`config.mk`:
```
export PLATFORM = sky130hd
export DESIGN_NAME = xbar_switch
export DESIGN_NICKNAME = d
export VERILOG_FILES = /design/src/rtl/xbar_pkg.sv /design/src/rtl/xbar_decode.sv /design/src/rtl/xbar_xpoint.sv /design/src/rtl/xbar_return.sv /design/src/rtl/xbar_switch.sv
export SDC_FILE = /design/constraint.sdc
export NUM_CORES = 1
export LEC_CHECK = 0
export ABC_AREA = 1
export BUFFER_PORTS_ARGS = -buffer_cell sky130_fd_sc_hd__buf_4
export CAP_MARGIN = 20
export CELL_PAD_IN_SITES_DETAIL_PLACEMENT = 2
export CELL_PAD_IN_SITES_GLOBAL_PLACEMENT = 2
export CORE_MARGIN = 5
export CORE_UTILIZATION = 23
export DETAILED_ROUTE_END_ITERATION = 6
export PLACE_DENSITY_LB_ADDON = 0.15
export RECOVER_POWER = 25
export SETUP_SLACK_MARGIN = 0.5
export SKIP_LAST_GASP = 1
export SYNTH_ARGS = -nofsm -noshare
export SYNTH_HDL_FRONTEND = slang
export SYNTH_HIERARCHICAL = 1
export SYNTH_SLANG_ARGS = --single-unit
```
`constraint.sdc`:
```
create_clock -name clk -period 7.08 [get_ports clk]
set_input_delay 1.416 -clock clk [delete_from_list [all_inputs] [get_ports clk]]
set_output_delay 1.416 -clock clk [all_outputs]
set_load 0.03 [all_outputs]
```
`src/rtl/xbar_pkg.sv`:
```
package xbar_pkg;

    // Crosspoint control states
    typedef enum logic {
        XP_IDLE  = 1'b0,
        XP_SERVE = 1'b1
    } xp_state_t;

    // Width of an index that selects one of n items (at least one bit)
    function automatic int sel_bits(input int n);
        return (n > 1) ? $clog2(n) : 1;
    endfunction

endpackage

```
`src/rtl/xbar_decode.sv`:
```
// Address decode: marks, per module, which processors are eligible this cycle.
// A processor whose acknowledge is high in this cycle is held off.
module xbar_decode #(
    parameter int NP = 4,
    parameter int NM = 4,
    parameter int AW = 8
) (
    input  logic [NP-1:0]    req_i,
    input  logic [NP*AW-1:0] addr_i,
    input  logic [NP-1:0]    busy_i,
    output logic [NM*NP-1:0] want_o
);
    localparam int MSW = xbar_pkg::sel_bits(NM);

    for (genvar p = 0; p < NP; p++) begin : g_proc
        logic [MSW-1:0] module_idx;
        assign module_idx = addr_i[p*AW+AW-1 -: MSW];
        for (genvar m = 0; m < NM; m++) begin : g_mod
            assign want_o[m*NP+p] = req_i[p] & ~busy_i[p] & (module_idx == MSW'(m));
        end
    end

endmodule

```
`src/rtl/xbar_xpoint.sv`:
```
// One crosspoint column: fixed-priority encoder, steering multiplexer and
// grant/acknowledge state machine for a single memory module.
module xbar_xpoint
    import xbar_pkg::*;
#(
    parameter int NP  = 4,
    parameter int AW  = 8,
    parameter int LAW = 6,
    parameter int DW  = 16
) (
    input  logic             clk,
    input  logic             rst_n,
    input  logic [NP-1:0]    want_i,
    input  logic [NP*AW-1:0] addr_i,
    input  logic [NP-1:0]    we_i,
    input  logic [NP*DW-1:0] wdata_i,
    output logic             m_en_o,
    output logic             m_we_o,
    output logic [LAW-1:0]   m_addr_o,
    output logic [DW-1:0]    m_wdata_o,
    output logic [NP-1:0]    ack_o
);
    localparam int PW = sel_bits(NP);

    logic          hit;
    logic [PW-1:0] sel;
    xp_state_t     state_q, state_d;
    logic [PW-1:0] owner_q, owner_d;

    // Priority encoder: lowest index wins
    always_comb begin
        hit = 1'b0;
        sel = '0;
        for (int i = NP - 1; i >= 0; i--) begin
            if (want_i[i]) begin
                hit = 1'b1;
                sel = PW'(i);
            end
        end
    end

    // Steering multiplexer toward the module port
    always_comb begin
        m_en_o    = hit;
        m_we_o    = hit & we_i[sel];
        m_addr_o  = addr_i[sel*AW +: LAW];
        m_wdata_o = wdata_i[sel*DW +: DW];
    end

    // Next-state logic
    always_comb begin
        state_d = state_q;
        owner_d = owner_q;
        unique case (state_q)
            XP_IDLE: begin
                if (hit) begin
                    state_d = XP_SERVE;   // ACCEPT
                    owner_d = sel;
                end
            end
            XP_SERVE: begin
                if (hit) begin
                    state_d = XP_SERVE;   // CHAIN
                    owner_d = sel;
                end else begin
                    state_d = XP_IDLE;    // RELEASE
                end
            end
        endcase
    end

    // State register
    always_ff @(posedge clk or negedge rst_n) begin
        if (!rst_n) begin
            state_q <= XP_IDLE;
            owner_q <= '0;
        end else begin
            state_q <= state_d;
            owner_q <= owner_d;
        end
    end

    // Outputs from state: acknowledge the owner while serving
    always_comb begin
        ack_o = '0;
        unique case (state_q)
            XP_IDLE:  ack_o = '0;
            XP_SERVE: ack_o[owner_q] = 1'b1;
        endcase
    end

endmodule

```
`src/rtl/xbar_return.sv`:
```
// Return path: folds the per-module acknowledges into per-processor
// acknowledge and read-data lanes.
module xbar_return #(
    parameter int NP = 4,
    parameter int NM = 4,
    parameter int DW = 16
) (
    input  logic [NM*NP-1:0] ack_all_i,
    input  logic [NM*DW-1:0] m_rdata_i,
    output logic [NP-1:0]    p_ack_o,
    output logic [NP*DW-1:0] p_rdata_o
);
    always_comb begin
        p_ack_o   = '0;
        p_rdata_o = '0;
        for (int p = 0; p < NP; p++) begin
            for (int m = 0; m < NM; m++) begin
                if (ack_all_i[m*NP+p]) begin
                    p_ack_o[p] = 1'b1;
                    p_rdata_o[p*DW +: DW] = p_rdata_o[p*DW +: DW] | m_rdata_i[m*DW +: DW];
                end
            end
        end
    end

endmodule

```
`src/rtl/xbar_switch.sv`:
```
// NP x NM crossbar with an independent priority crosspoint per memory module.
// NM must be a power of two and at least 2.
module xbar_switch #(
    parameter int NP = 4,
    parameter int NM = 4,
    parameter int AW = 8,
    parameter int DW = 16,
    localparam int LAW = AW - xbar_pkg::sel_bits(NM)
) (
    input  logic              clk,
    input  logic              rst_n,
    input  logic [NP-1:0]     p_req,
    input  logic [NP-1:0]     p_we,
    input  logic [NP*AW-1:0]  p_addr,
    input  logic [NP*DW-1:0]  p_wdata,
    output logic [NP-1:0]     p_ack,
    output logic [NP*DW-1:0]  p_rdata,
    output logic [NM-1:0]     m_en,
    output logic [NM-1:0]     m_we,
    output logic [NM*LAW-1:0] m_addr,
    output logic [NM*DW-1:0]  m_wdata,
    input  logic [NM*DW-1:0]  m_rdata
);
    logic [NM*NP-1:0] want_all;
    logic [NM*NP-1:0] ack_all;

    xbar_decode #(.NP(NP), .NM(NM), .AW(AW)) u_decode (
        .req_i  (p_req),
        .addr_i (p_addr),
        .busy_i (p_ack),
        .want_o (want_all)
    );

    for (genvar m = 0; m < NM; m++) begin : g_xp
        xbar_xpoint #(.NP(NP), .AW(AW), .LAW(LAW), .DW(DW)) u_xp (
            .clk       (clk),
            .rst_n     (rst_n),
            .want_i    (want_all[m*NP +: NP]),
            .addr_i    (p_addr),
            .we_i      (p_we),
            .wdata_i   (p_wdata),
            .m_en_o    (m_en[m]),
            .m_we_o    (m_we[m]),
            .m_addr_o  (m_addr[m*LAW +: LAW]),
            .m_wdata_o (m_wdata[m*DW +: DW]),
            .ack_o     (ack_all[m*NP +: NP])
        );
    end

    xbar_return #(.NP(NP), .NM(NM), .DW(DW)) u_return (
        .ack_all_i (ack_all),
        .m_rdata_i (m_rdata),
        .p_ack_o   (p_ack),
        .p_rdata_o (p_rdata)
    );

endmodule

```
==> metrics.txt <==
Die ar.=34500 um^2; Vias=roughly 11000; top cells by area, synth=nand2_1, inv_1, buf_6; Worst EP required=between 5000 and 6000 ps; WHS=about 650 ps; Global Route Usage Sum=roughly 24%; critical path arrival=4530 ps; M1 WL=approximately 20000 um; Setup TNS=0 ps; period utilization=84.0%; Ys Warns=6; Worst Setup End Kind=output pin; final net count=about 1900; Post-Place Cell Area=9380 um^2; Worst-path clk slew=40 ps; DP Wirelength=slightly above 30000 um; Yosys reg bits=12; DRC=0; Startpoint Class=flop; CTS tree=done; GP Congestion=roughly 0.8; worst reg2reg setup slack=~3200 ps; Num CTS Buffers=3; actual slew at the worst max-slew pin=around 1300 ps; kind of path behind the tightest hold check=reg2reg; Mapped Cells=around 1500; io pins=about 330; Final Max Slew Viols=0; DIE HEIGHT=roughly 190 um; WHS Path Cells=2; first-pass GRT wire length=66500 um; pin count of the biggest net entering global routing=48; Detailed Route WL=about 44000 um; area share of the largest cell type after synthesis=approximately 39%; Post-Syn Area=between 7000 and 8000 um^2; Die X=around 190 um; vias in the first global route=11600; worst reg2reg path startpoint=g_xp[3].u_xp/owner_q[1]; drt pass-1 iters=4; antenna violations before repair=0; antenna viol nets, final=0; RSZ-0062 raised after global routing=no; Post-Synth Simple-Gate Area=a little over half; Initial DRC Count=~450; IO Port Bufs=roughly 330; post-DR vias/cell=4.99; Hold Path Origin=g_xp[0].u_xp/owner_q[1]; placed instance count=2149; Antenna Cells=0; post-cts gate resize count=0; Synth Area in Compound Gates=about a fifth; combinational family with the most area after synthesis=simple AND/OR/NAND/NOR gates; share of layout cells above drive strength 1=a little over a fifth; Lkg Pwr=about 5.4 nW; Worst Skew=roughly 1.9 ps; worst ir drop on vdd=~0.00011 V; CTS Buffer Depth=2; DR WL/cell=roughly 20 um; uppermost layer routed=met4; WL met2=around 21000 um; reg2reg path depth=14; status=finished, final reports clean; Skew-Pair Late Insertion Delay=between 200 and 250 ps; Crit Path Class=reg2out; adder-cell area share of the yosys netlist=0%; Met3 Wirelength=2340 um; CP Max Fanout=47; fin crit period=5950 ps; fmax=approximately 0.17 GHz; power per cell area=347 nW/um^2; standard-cell rows=64; Final Util=a little under a third; final hold violations=0; overflow left after global routing=0; Post-Synth XOR/XNOR Area=0%; hold path endpoint=g_xp[0].u_xp/owner_q[1]; effective utilization at floorplan=a little under a quarter; Design Area, Final=about 9400 um^2; worst r2r dst=g_xp[3].u_xp/owner_q[0]; Layout Cells excl Fill=between 2000 and 2500; most frequent cells in the layout=nand2_1, buf_4, inv_1; largest area contributor in the netlist=nand2_1; total clock sinks=12; mux cell area share after synthesis=0%; postcts setup bufs=0; H-tree levels=1; commonest non-fill, non-tap cell in the layout=nand2_1; Rel. slew slack=14.1%; Synth cell types=22; max_cap viols=0; root buffer cell=clkbuf_16; hold-fix buffer count after cts=0; syn nets=1674; register area share after synthesis=4.23%; P&R area growth vs syn=33.0%; Syn Area/Cell=about 4.7 um^2; Core Region=around 31000 um^2; Setup Viol. Count Final=0
## stage by stage
step | setup WS, ps | power (mW)
floorplan | 3040 | 2.12
global route | 843 | 3.53
finish | 1130 | 3.28
detailed placement | 1620 | 3.23
global placement | 1670 | 3.17
CTS | 1600 | 3.36
## power breakdown
group | internal [mW] | leakage, nW | switching [mW] | total (mW)
clock network | 0.0850 | 0.0442 | 0.0273 | 0.112
logic | 0.893 | 5.25 | 2.14 | 3.03
registers | 0.100 | 0.147 | 0.0286 | 0.129
## registers in the layout, indices dropped and copies added (netlist names)
name,count
g_xp.u_xp/owner_q,8
g_xp.u_xp/state_q,4
## cells in the mapped netlist
cell type  count
buf_6         49
nand2_4        4
buf_8          4
nor2_1        36
inv_2          4
nand2_2       12
nand3b_1       4
nand2_1      740
buf_12         3
buf_2         32
dfrtp_1       12
clkbuf_1       4
nor3_1        16
a21oi_2        4
o21ai_1       96
inv_1        188
o21ai_0       84
buf_4         16
a21oi_1       92
nand3_2        4
nor2_4         4
nand3_1       96
## kinds of logic (layout without fill, tap and decap cells)
kind of cell	Yosys count	count (layout)
AND/OR/NAND/NOR	916	916
buffers and inverters	300	556
AO/OA/AOI/OAI	276	276
flip-flops	12	12
## critical path, cell delays in order (launching register included)
cell      delay (ps)
dfrtp_1          400
inv_1            110
nor3_2           160
clkbuf_1         950
nor2_1            70
nand2_1          140
inv_1             60
nand2_2           90
nor2_1            70
inv_1             70
nand2_1           70
nand2_2           60
buf_4            460
nand2_2          750
o21ai_0          460
o21ai_1          150
buf_4            200
## layout make-up
class                      count  area, um^2
multi-input combinational   1192        5170
tap                          396         495
fill                        4180       21100
sequential                    12         300
timing repair buffer         360        2650
inverter                     192         721
clock buffer                   4        88.8
## metal layers
layer,vias up,global-route usage (%)
li1,5133,-
met3,44,3.07
met4,0,4.52
met2,298,44.6
met1,5290,30.6
met5,-,0
## how the worst max path moves through the flow
stage | endpoint | startpoint | slack (ps) | cells after the start
final | m_wdata[49] | g_xp[3].u_xp/owner_q[1] | 1130 | 16
after global routing | m_wdata[53] | g_xp[3].u_xp/owner_q[1] | 840 | 16
after CTS | m_wdata[38] | p_addr[14] | 1600 | 11
after detailed placement | m_wdata[38] | p_addr[14] | 1620 | 11
after global placement | m_wdata[38] | p_addr[30] | 1670 | 11
after floorplan | m_wdata[13] | p_addr[23] | 3040 | 11
(Power assumes the default switching activity.)
